`src/rtl/hz_pkg.sv`:
```
package hz_pkg;

  localparam int CODE_W  = 4;
  localparam int RID_W   = 4;
  localparam int NUM_STG = 5;

  localparam int STG_F = 0;
  localparam int STG_D = 1;
  localparam int STG_E = 2;
  localparam int STG_M = 3;
  localparam int STG_W = 4;

  localparam logic [CODE_W-1:0] OP_NOP  = 4'h1;
  localparam logic [CODE_W-1:0] OP_LOAD = 4'h5;
  localparam logic [CODE_W-1:0] OP_JUMP = 4'h7;
  localparam logic [CODE_W-1:0] OP_RET  = 4'h9;
  localparam logic [CODE_W-1:0] OP_POP  = 4'hB;

  localparam logic [RID_W-1:0] RID_NONE = '1;

  typedef struct packed {
    logic load_use;
    logic mispred;
    logic ret_pend;
  } hz_evt_t;

  typedef logic [NUM_STG-1:0] stg_vec_t;

  function automatic logic reads_memory(input logic [CODE_W-1:0] code);
    return (code == OP_LOAD) || (code == OP_POP);
  endfunction

  function automatic logic rid_hit(input logic [RID_W-1:0] dst,
                                   input logic [RID_W-1:0] src);
    return (dst != RID_NONE) && (dst == src);
  endfunction

  function automatic logic is_ret(input logic [CODE_W-1:0] code);
    return code == OP_RET;
  endfunction

endpackage

```
`src/rtl/hz_detect.sv`:
```
module hz_detect
  import hz_pkg::*;
(
  input  logic [RID_W-1:0]  src_a,
  input  logic [RID_W-1:0]  src_b,
  input  logic [CODE_W-1:0] d_code,
  input  logic [CODE_W-1:0] e_code,
  input  logic [RID_W-1:0]  e_dst_m,
  input  logic              e_cond,
  input  logic [CODE_W-1:0] m_code,
  output hz_evt_t           evt_o
);

  logic mem_rd_in_ex;
  logic dst_hits_src;
  logic jump_in_ex;
  logic ret_seen;

  assign mem_rd_in_ex = reads_memory(e_code);
  assign dst_hits_src = rid_hit(e_dst_m, src_a) || rid_hit(e_dst_m, src_b);
  assign jump_in_ex   = (e_code == OP_JUMP);
  assign ret_seen     = is_ret(d_code) || is_ret(e_code) || is_ret(m_code);

  always_comb begin
    evt_o          = '0;
    evt_o.load_use = mem_rd_in_ex && dst_hits_src;
    evt_o.mispred  = jump_in_ex && !e_cond;
    evt_o.ret_pend = ret_seen;
  end

endmodule

```
`src/rtl/hz_action.sv`:
```
module hz_action
  import hz_pkg::*;
(
  input  hz_evt_t  evt_i,
  output stg_vec_t stall_o,
  output stg_vec_t bubble_o
);

  logic ret_bubbles_d;

  assign ret_bubbles_d = evt_i.ret_pend && !evt_i.load_use;

  always_comb begin
    stall_o  = '0;
    bubble_o = '0;
    stall_o[STG_F]  = evt_i.load_use || evt_i.ret_pend;
    stall_o[STG_D]  = evt_i.load_use;
    bubble_o[STG_D] = evt_i.mispred || ret_bubbles_d;
    bubble_o[STG_E] = evt_i.mispred || evt_i.load_use;
  end

endmodule

```
`src/rtl/pipe_stage_reg.sv`:
```
module pipe_stage_reg #(
  parameter int               WIDTH   = 8,
  parameter logic [WIDTH-1:0] NOP_VAL = '0
) (
  input  logic             clk,
  input  logic             rst_n,
  input  logic             stall,
  input  logic             bubble,
  input  logic [WIDTH-1:0] d,
  output logic [WIDTH-1:0] q
);

  always_ff @(posedge clk) begin
    if (!rst_n)      q <= NOP_VAL;
    else if (stall)  q <= q;
    else if (bubble) q <= NOP_VAL;
    else             q <= d;
  end

endmodule

```
`src/rtl/hz_ctrl_top.sv`:
```
module hz_ctrl_top
  import hz_pkg::*;
#(
  parameter int                DATA_W   = 8,
  parameter logic [DATA_W-1:0] NOP_WORD = 8'h1F
) (
  input  logic                      clk,
  input  logic                      rst_n,
  input  logic [3:0]                dec_src_a,
  input  logic [3:0]                dec_src_b,
  input  logic [3:0]                dec_code,
  input  logic [3:0]                ex_code,
  input  logic [3:0]                ex_dst_m,
  input  logic                      ex_cond,
  input  logic [3:0]                mem_code,
  input  logic [5*DATA_W-1:0]       stage_d,
  output logic [5*DATA_W-1:0]       stage_q,
  output logic [4:0]                stall_o,
  output logic [4:0]                bubble_o
);

  localparam int BUS_W = NUM_STG * DATA_W;

  hz_evt_t  evt;
  stg_vec_t stall_v;
  stg_vec_t bubble_v;

  hz_detect u_detect (
    .src_a   (dec_src_a),
    .src_b   (dec_src_b),
    .d_code  (dec_code),
    .e_code  (ex_code),
    .e_dst_m (ex_dst_m),
    .e_cond  (ex_cond),
    .m_code  (mem_code),
    .evt_o   (evt)
  );

  hz_action u_action (
    .evt_i    (evt),
    .stall_o  (stall_v),
    .bubble_o (bubble_v)
  );

  assign stall_o  = stall_v;
  assign bubble_o = bubble_v;

  logic [BUS_W-1:0] q_bus;

  for (genvar g = 0; g < NUM_STG; g++) begin : g_stage
    pipe_stage_reg #(
      .WIDTH   (DATA_W),
      .NOP_VAL (NOP_WORD)
    ) u_reg (
      .clk    (clk),
      .rst_n  (rst_n),
      .stall  (stall_v[g]),
      .bubble (bubble_v[g]),
      .d      (stage_d[g*DATA_W +: DATA_W]),
      .q      (q_bus[g*DATA_W +: DATA_W])
    );
  end

  assign stage_q = q_bus;

endmodule

```
`config.mk`:
```
export PLATFORM = sky130hd
export DESIGN_NAME = hz_ctrl_top
export DESIGN_NICKNAME = d
export VERILOG_FILES = /design/src/rtl/hz_pkg.sv /design/src/rtl/hz_detect.sv /design/src/rtl/hz_action.sv /design/src/rtl/pipe_stage_reg.sv /design/src/rtl/hz_ctrl_top.sv
export SDC_FILE = /design/constraint.sdc
export NUM_CORES = 1
export LEC_CHECK = 0
export ABC_CLOCK_PERIOD_IN_PS = 2900
export BUFFER_PORTS_ARGS = -buffer_cell sky130_fd_sc_hd__buf_2
export CAP_MARGIN = 20
export CORE_UTILIZATION = 42
export CTS_BUF_LIST = sky130_fd_sc_hd__clkbuf_16
export CTS_CLUSTER_SIZE = 30
export DETAILED_ROUTE_END_ITERATION = 6
export PLACE_DENSITY = 0.94
export SYNTH_ARGS = -nofsm -noshare
export SYNTH_HDL_FRONTEND = slang
export SYNTH_SLANG_ARGS = --single-unit
```
`constraint.sdc`:
```
create_clock -name clk -period 2.9 [get_ports clk]
set_clock_uncertainty 0.05 [all_clocks]
set_input_delay 0.58 -clock clk [delete_from_list [all_inputs] [get_ports clk]]
set_output_delay 0.58 -clock clk [all_outputs]
set_load 0.05 [all_outputs]
```
Word level (Yosys, flattened, before mapping)
Cells that the tools add are included.
{"block": "word_totals", "mem_bits_ro": 0, "latch_bits": 0, "reg_bits": 40, "in_bits": 67, "memories": 0, "output_inout_bits": 50, "mem_bits_rw": 0}
{"block": "classes", "n_shift": 0, "order_cmp": 0, "n_eq_ne": 9, "muxes": 1, "n_mul": 0, "add_sub_neg": 0, "bitwise": 1, "n_div": 0, "n_reduce_logical": 15}
{"cell": "$eq A4 B4 Y1 const B", "n": 4}
{"cell": "$eq A4 B3 Y1 const B", "n": 2}
{"cell": "$eq A4 B4 Y1", "n": 2}
{"cell": "$mux W8", "n": 1}
{"cell": "$logic_or A1 B1 Y1", "n": 7}
{"cell": "$logic_and A1 B1 Y1", "n": 5}
{"cell": "$ne A4 B4 Y1 const B", "n": 1}
{"cell": "$logic_not A1 Y1", "n": 2}
{"cell": "$reduce_or A2 Y1", "n": 1}
{"cell": "$not A1 Y1", "n": 1}

Depth between registers and ports, before layout
{"block": "logic_depth", "ltp_word": 8, "depth_mapped": 7, "depth_no_buf": 6}

Cells and area by module
Synthesis repeated with hierarchy kept, for this count alone.
{"block": "unflattened", "hier_cells": 204, "area_unflattened_um2": 1903.1}
{"module": "pipe_stage_reg", "cells_per_inst": 34, "instances": 5, "area_each_um2": 329.1, "seq_area_each_um2": 160.2}
{"module": "hz_detect", "cells_per_inst": 22, "instances": 1, "area_each_um2": 177.7, "seq_area_each_um2": 0.0}
{"module": "hz_action", "cells_per_inst": 12, "instances": 1, "area_each_um2": 80.1, "seq_area_each_um2": 0.0}

Least setup slack after synthesis
No wires, ideal clock.
{"block": "synth_path", "path_type": "input -> output", "start": "in ex_dst_m[1]", "end": "out bubble_o[1]", "n_path_buf": 2, "stages": 7, "path_slack_ns": 0.567, "t_arrival_ns": 1.703, "cell_sequence": "xor2_1 > nor4_1 > o21ai_2 > inv_2 > buf_2 > o21ai_0 > buf_4"}
{"block": "synth_via", "elab_chain_len": 7, "word_cells_on_any_way": 10}
{"item": "start: declaration", "line_no": "hz_ctrl_top.sv:13", "rtl": "input logic [3:0] ex_dst_m,"}
{"item": "$ne A4 B4 Y1 or $eq A4 B4 Y1 (tied branches)", "line_no": "hz_pkg.sv:35", "rtl": "return (dst != RID_NONE) && (dst == src);"}
{"item": "$logic_and A1 B1 Y1", "line_no": "hz_pkg.sv:35"}
{"item": "$logic_or A1 B1 Y1 (*)", "line_no": "hz_detect.sv:20", "rtl": "assign dst_hits_src = rid_hit(e_dst_m, src_a) || rid_hit(e_dst_m, src_b);"}
{"item": "$logic_and A1 B1 Y1 (*)", "line_no": "hz_detect.sv:26", "rtl": "evt_o.load_use = mem_rd_in_ex && dst_hits_src;"}
{"item": "named net g_stage[1].u_reg.stall", "line_no": "pipe_stage_reg.sv:7", "rtl": "input logic stall,"}
{"item": "$logic_not A1 Y1 (*)", "line_no": "hz_action.sv:11", "rtl": "assign ret_bubbles_d = evt_i.ret_pend && !evt_i.load_use;"}
{"item": "$logic_and A1 B1 Y1 (*)", "line_no": "hz_action.sv:11"}
{"item": "$logic_or A1 B1 Y1 (*)", "line_no": "hz_action.sv:18", "rtl": "bubble_o[STG_D] = evt_i.mispred || ret_bubbles_d;"}
{"item": "end: declaration", "line_no": "hz_ctrl_top.sv:19", "rtl": "output logic [4:0] bubble_o"}
The timed path passes the listed nets; every way through them passes the cells marked *.

Final worst setup path
{"block": "layout_path", "start": "in ex_dst_m[1]", "end": "out bubble_o[1]"}
{"block": "layout_via", "elab_chain_len": 7, "word_cells_on_any_way": 10}
{"item": "$ne A4 B4 Y1 or $eq A4 B4 Y1 (tied branches)", "line_no": "hz_pkg.sv:35"}
{"item": "$logic_and A1 B1 Y1", "line_no": "hz_pkg.sv:35"}
{"item": "$logic_or A1 B1 Y1 (*)", "line_no": "hz_detect.sv:20"}
{"item": "$logic_and A1 B1 Y1 (*)", "line_no": "hz_detect.sv:26"}
{"item": "$logic_not A1 Y1 (*)", "line_no": "hz_action.sv:11"}
{"item": "$logic_and A1 B1 Y1 (*)", "line_no": "hz_action.sv:11"}
{"item": "$logic_or A1 B1 Y1 (*)", "line_no": "hz_action.sv:18"}
Mark *: on every way between the ends. The rest lies on a longest branch, timed or not.

==> flow_summary.toml <==
[sta]
fmax_ghz = 0.406
worst_pin_slew_ns = 0.537
final-setup-viol-count = 0
layout_min_cycle_time_ns = 2.46
rsz0062_at_grt = "false"
fin_setup_tns_ns = 0
period_share_pct = 84.9
holdWs_ns = 0.414
slew_headroom_pct = 64.2
final_max_slew_viol_count = 0
hold_viol = 0

[finish]
drive_gt1_share_pct = 47.4
fill_cells = 305
regMostFlops = "g_stage.u_reg.q"
largest_register_ffs = 40
n_antenna_cell = 0
synthToLayoutAreaGrowth_pct = 46.2
finalNetCount = 338
final_common_cell = "buf_2"
final_util_pct = 65.4
layout_common_cells = "110 x buf_2, 40 x dfxtp_1, 18 x nand3_1"
top_regs = "g_stage.u_reg.q: 40 flops"

[detailed_routing]
detail-route-antenna-nets = 0
wl_um = 3640
viasPerCell = 4.63
drc = 0
vias = 1471
wire_per_inst_um = 11.4
drtIter0Drc = 51
dr.pass1.iters = 6

[outcome]
outcome = "completed"

[critical_path]
worst-path-max-fanout = 13
r2r-start = "g_stage[0].u_reg.q[5]$_SDFFE_PN0N_"
cpMostUsedCell = "buf_2"
critPathRequiredTime_ns = 2.27
crit_type = "input port to primary output"
r2r_end = "g_stage[0].u_reg.q[5]$_SDFFE_PN0N_"
startpoint = "ex_dst_m[1]"
crit_arrival_ns = 1.83
r2r_slack_ns = 2.21
slowest_delay_ns = 0.35
worst-path-stages = 7
cp-endpoint = "bubble_o[1]"
critPathCaptureType = "primary output"
critPathBufInv = 3
reg2reg_depth = 2
startpoint_type = "input port"
path_cells = "buf_2, xor2_1, nor4_1, o21ai_2, inv_2, o21ai_0, buf_2"
critical_path.top_delay_family = "buffers and inverters"
crit_slowest_cell = "nor4_1"

[logic_synthesis]
syn_area_per_cell_um2 = 9.32
yosysWarningCount = 0
synth-seq-cells = 40
synth_cell_type_count = 30
ys_seq_area_share_pct = 52.4
synth_area_um2 = 1530
syn-instance-count = 164

[cts]
numCtsBuffers = 5
cts_sinks = 40
clockRootBuffer = "clkbuf_16"
insertion_delay_ns = 0.27
cts.path.max_buffers = 2
cts_resized = 0
tritoncts = "done"
cts_setup_buffers = 0
h-tree-depth = 2
ctsHoldBuffers = 0
clkTransAtPathRegs_ns = 0.05

[hold_path]
min_path_cells = 2
hold_class = "register to register"

[floorplan]
die_w_um = 62.3
start_util_pct = 44.7
rows = 21
core_um2 = 3420
die_y_um = 62.3
die_area_um2 = 3880
io_pins = 117

[power]
p_per_area_nw_per_um2 = 683
p_leak_nw = 1.17
vdd_drop_max_v = 0.000525

[global_route]
grt_pass1_wl_um = 5850
grt-ovfl-total = 0
grt_pass1_vias = 1346
antenna_found_initial = 0
grt_max_degree = 34
grt_usage_pct = 19.1

[job]
max_cap_viol_count = 0

[placed_design]
globalplace.congestion = 0.754
portBuffers = 110
hpwl_um = 2770
## cell type report
type / instances / area (µm²) / share of cell area, %
sequential: 40 / 801 / 35.9
timing repair buffer: 113 / 573 / 25.7
multi-input combinational: 101 / 593 / 26.6
clock inverter: 3 / 46.3 / 2.07
tap: 46 / 57.6 / 2.58
inverter: 10 / 37.5 / 1.68
clock buffer: 5 / 125 / 5.60
## cells by family after synthesis
logic type             Yosys count  share of synthesized area (%)
AO/OA/AOI/OAI                   22                           8.19
XOR/XNOR                         8                           4.59
buffers and inverters           28                           9.99
flip-flops                      40                           52.4
other                            1                          0.245
AND/OR/NAND/NOR                 65                           24.6
## Yosys cell counts (all sizes together)
master   n  share of area, %
inv     10               2.5
nor4bb   3               2.0
and3b    1              0.57
nand3   18               5.9
nand4    2              0.82
nor4     2               1.2
o211a    1              0.66
dfxtp   40                52
a31oi    5               2.0
and2     6               2.5
conb     1              0.25
nor3     6               2.0
and3     1              0.41
clkbuf   5               1.2
or3      1              0.41
nor2     4              0.98
o21ai   13               4.5
xor2     8               4.6
nand2    5               1.2
nand2b  10               4.1
a21oi    3              0.98
nor3b    1              0.49
or2      5               2.0
buf     13               6.3
## metrics by stage
stage	power (W)	std cells	cell area, µm²	worst slack [ns]
floorplan	0.000833	169	1550	0.567
global placement	0.000910	309	2050	0.0232
detailed placement	0.000918	310	2060	0.429
CTS	0.00154	318	2230	0.431
global route	0.00159	318	2230	0.321
finish	0.00152	318	2230	0.439
## worst register-to-register path, cell delays in order (launching register included)
cell and delay (ns):
dfxtp_1 0.34, o21ai_0 0.08, a21oi_1 0.15
## how the worst min path moves through the flow
stage | startpoint | endpoint
CTS | g_stage[1].u_reg.q[2]$_SDFFE_PN1N_ | g_stage[1].u_reg.q[2]$_SDFFE_PN1N_
global route | g_stage[1].u_reg.q[2]$_SDFFE_PN1N_ | g_stage[1].u_reg.q[2]$_SDFFE_PN1N_
floorplan | g_stage[1].u_reg.q[0]$_SDFFE_PN1N_ | g_stage[1].u_reg.q[0]$_SDFFE_PN1N_
detailed placement | g_stage[1].u_reg.q[4]$_SDFFE_PN1N_ | g_stage[1].u_reg.q[4]$_SDFFE_PN1N_
global placement | g_stage[1].u_reg.q[2]$_SDFFE_PN1N_ | g_stage[1].u_reg.q[2]$_SDFFE_PN1N_
finish | g_stage[1].u_reg.q[3]$_SDFFE_PN1N_ | g_stage[1].u_reg.q[3]$_SDFFE_PN1N_
## per-layer routing
metal	GRT usage, %	up-vias	share of wire, %
met1	21.0	643	42
met4	5.23	0	0.19
met3	7.72	2	9.0
met5	0	-	0
met2	33.9	78	49
li1	-	748	-
## power breakdown
group	switching, W	total (W)	internal (W)
clock	0.000211	0.000619	0.000408
sequential	0.0000111	0.000596	0.000585
combinational	0.000220	0.000310	0.0000893
No activity file was read; power rests on OpenSTA's default activity.
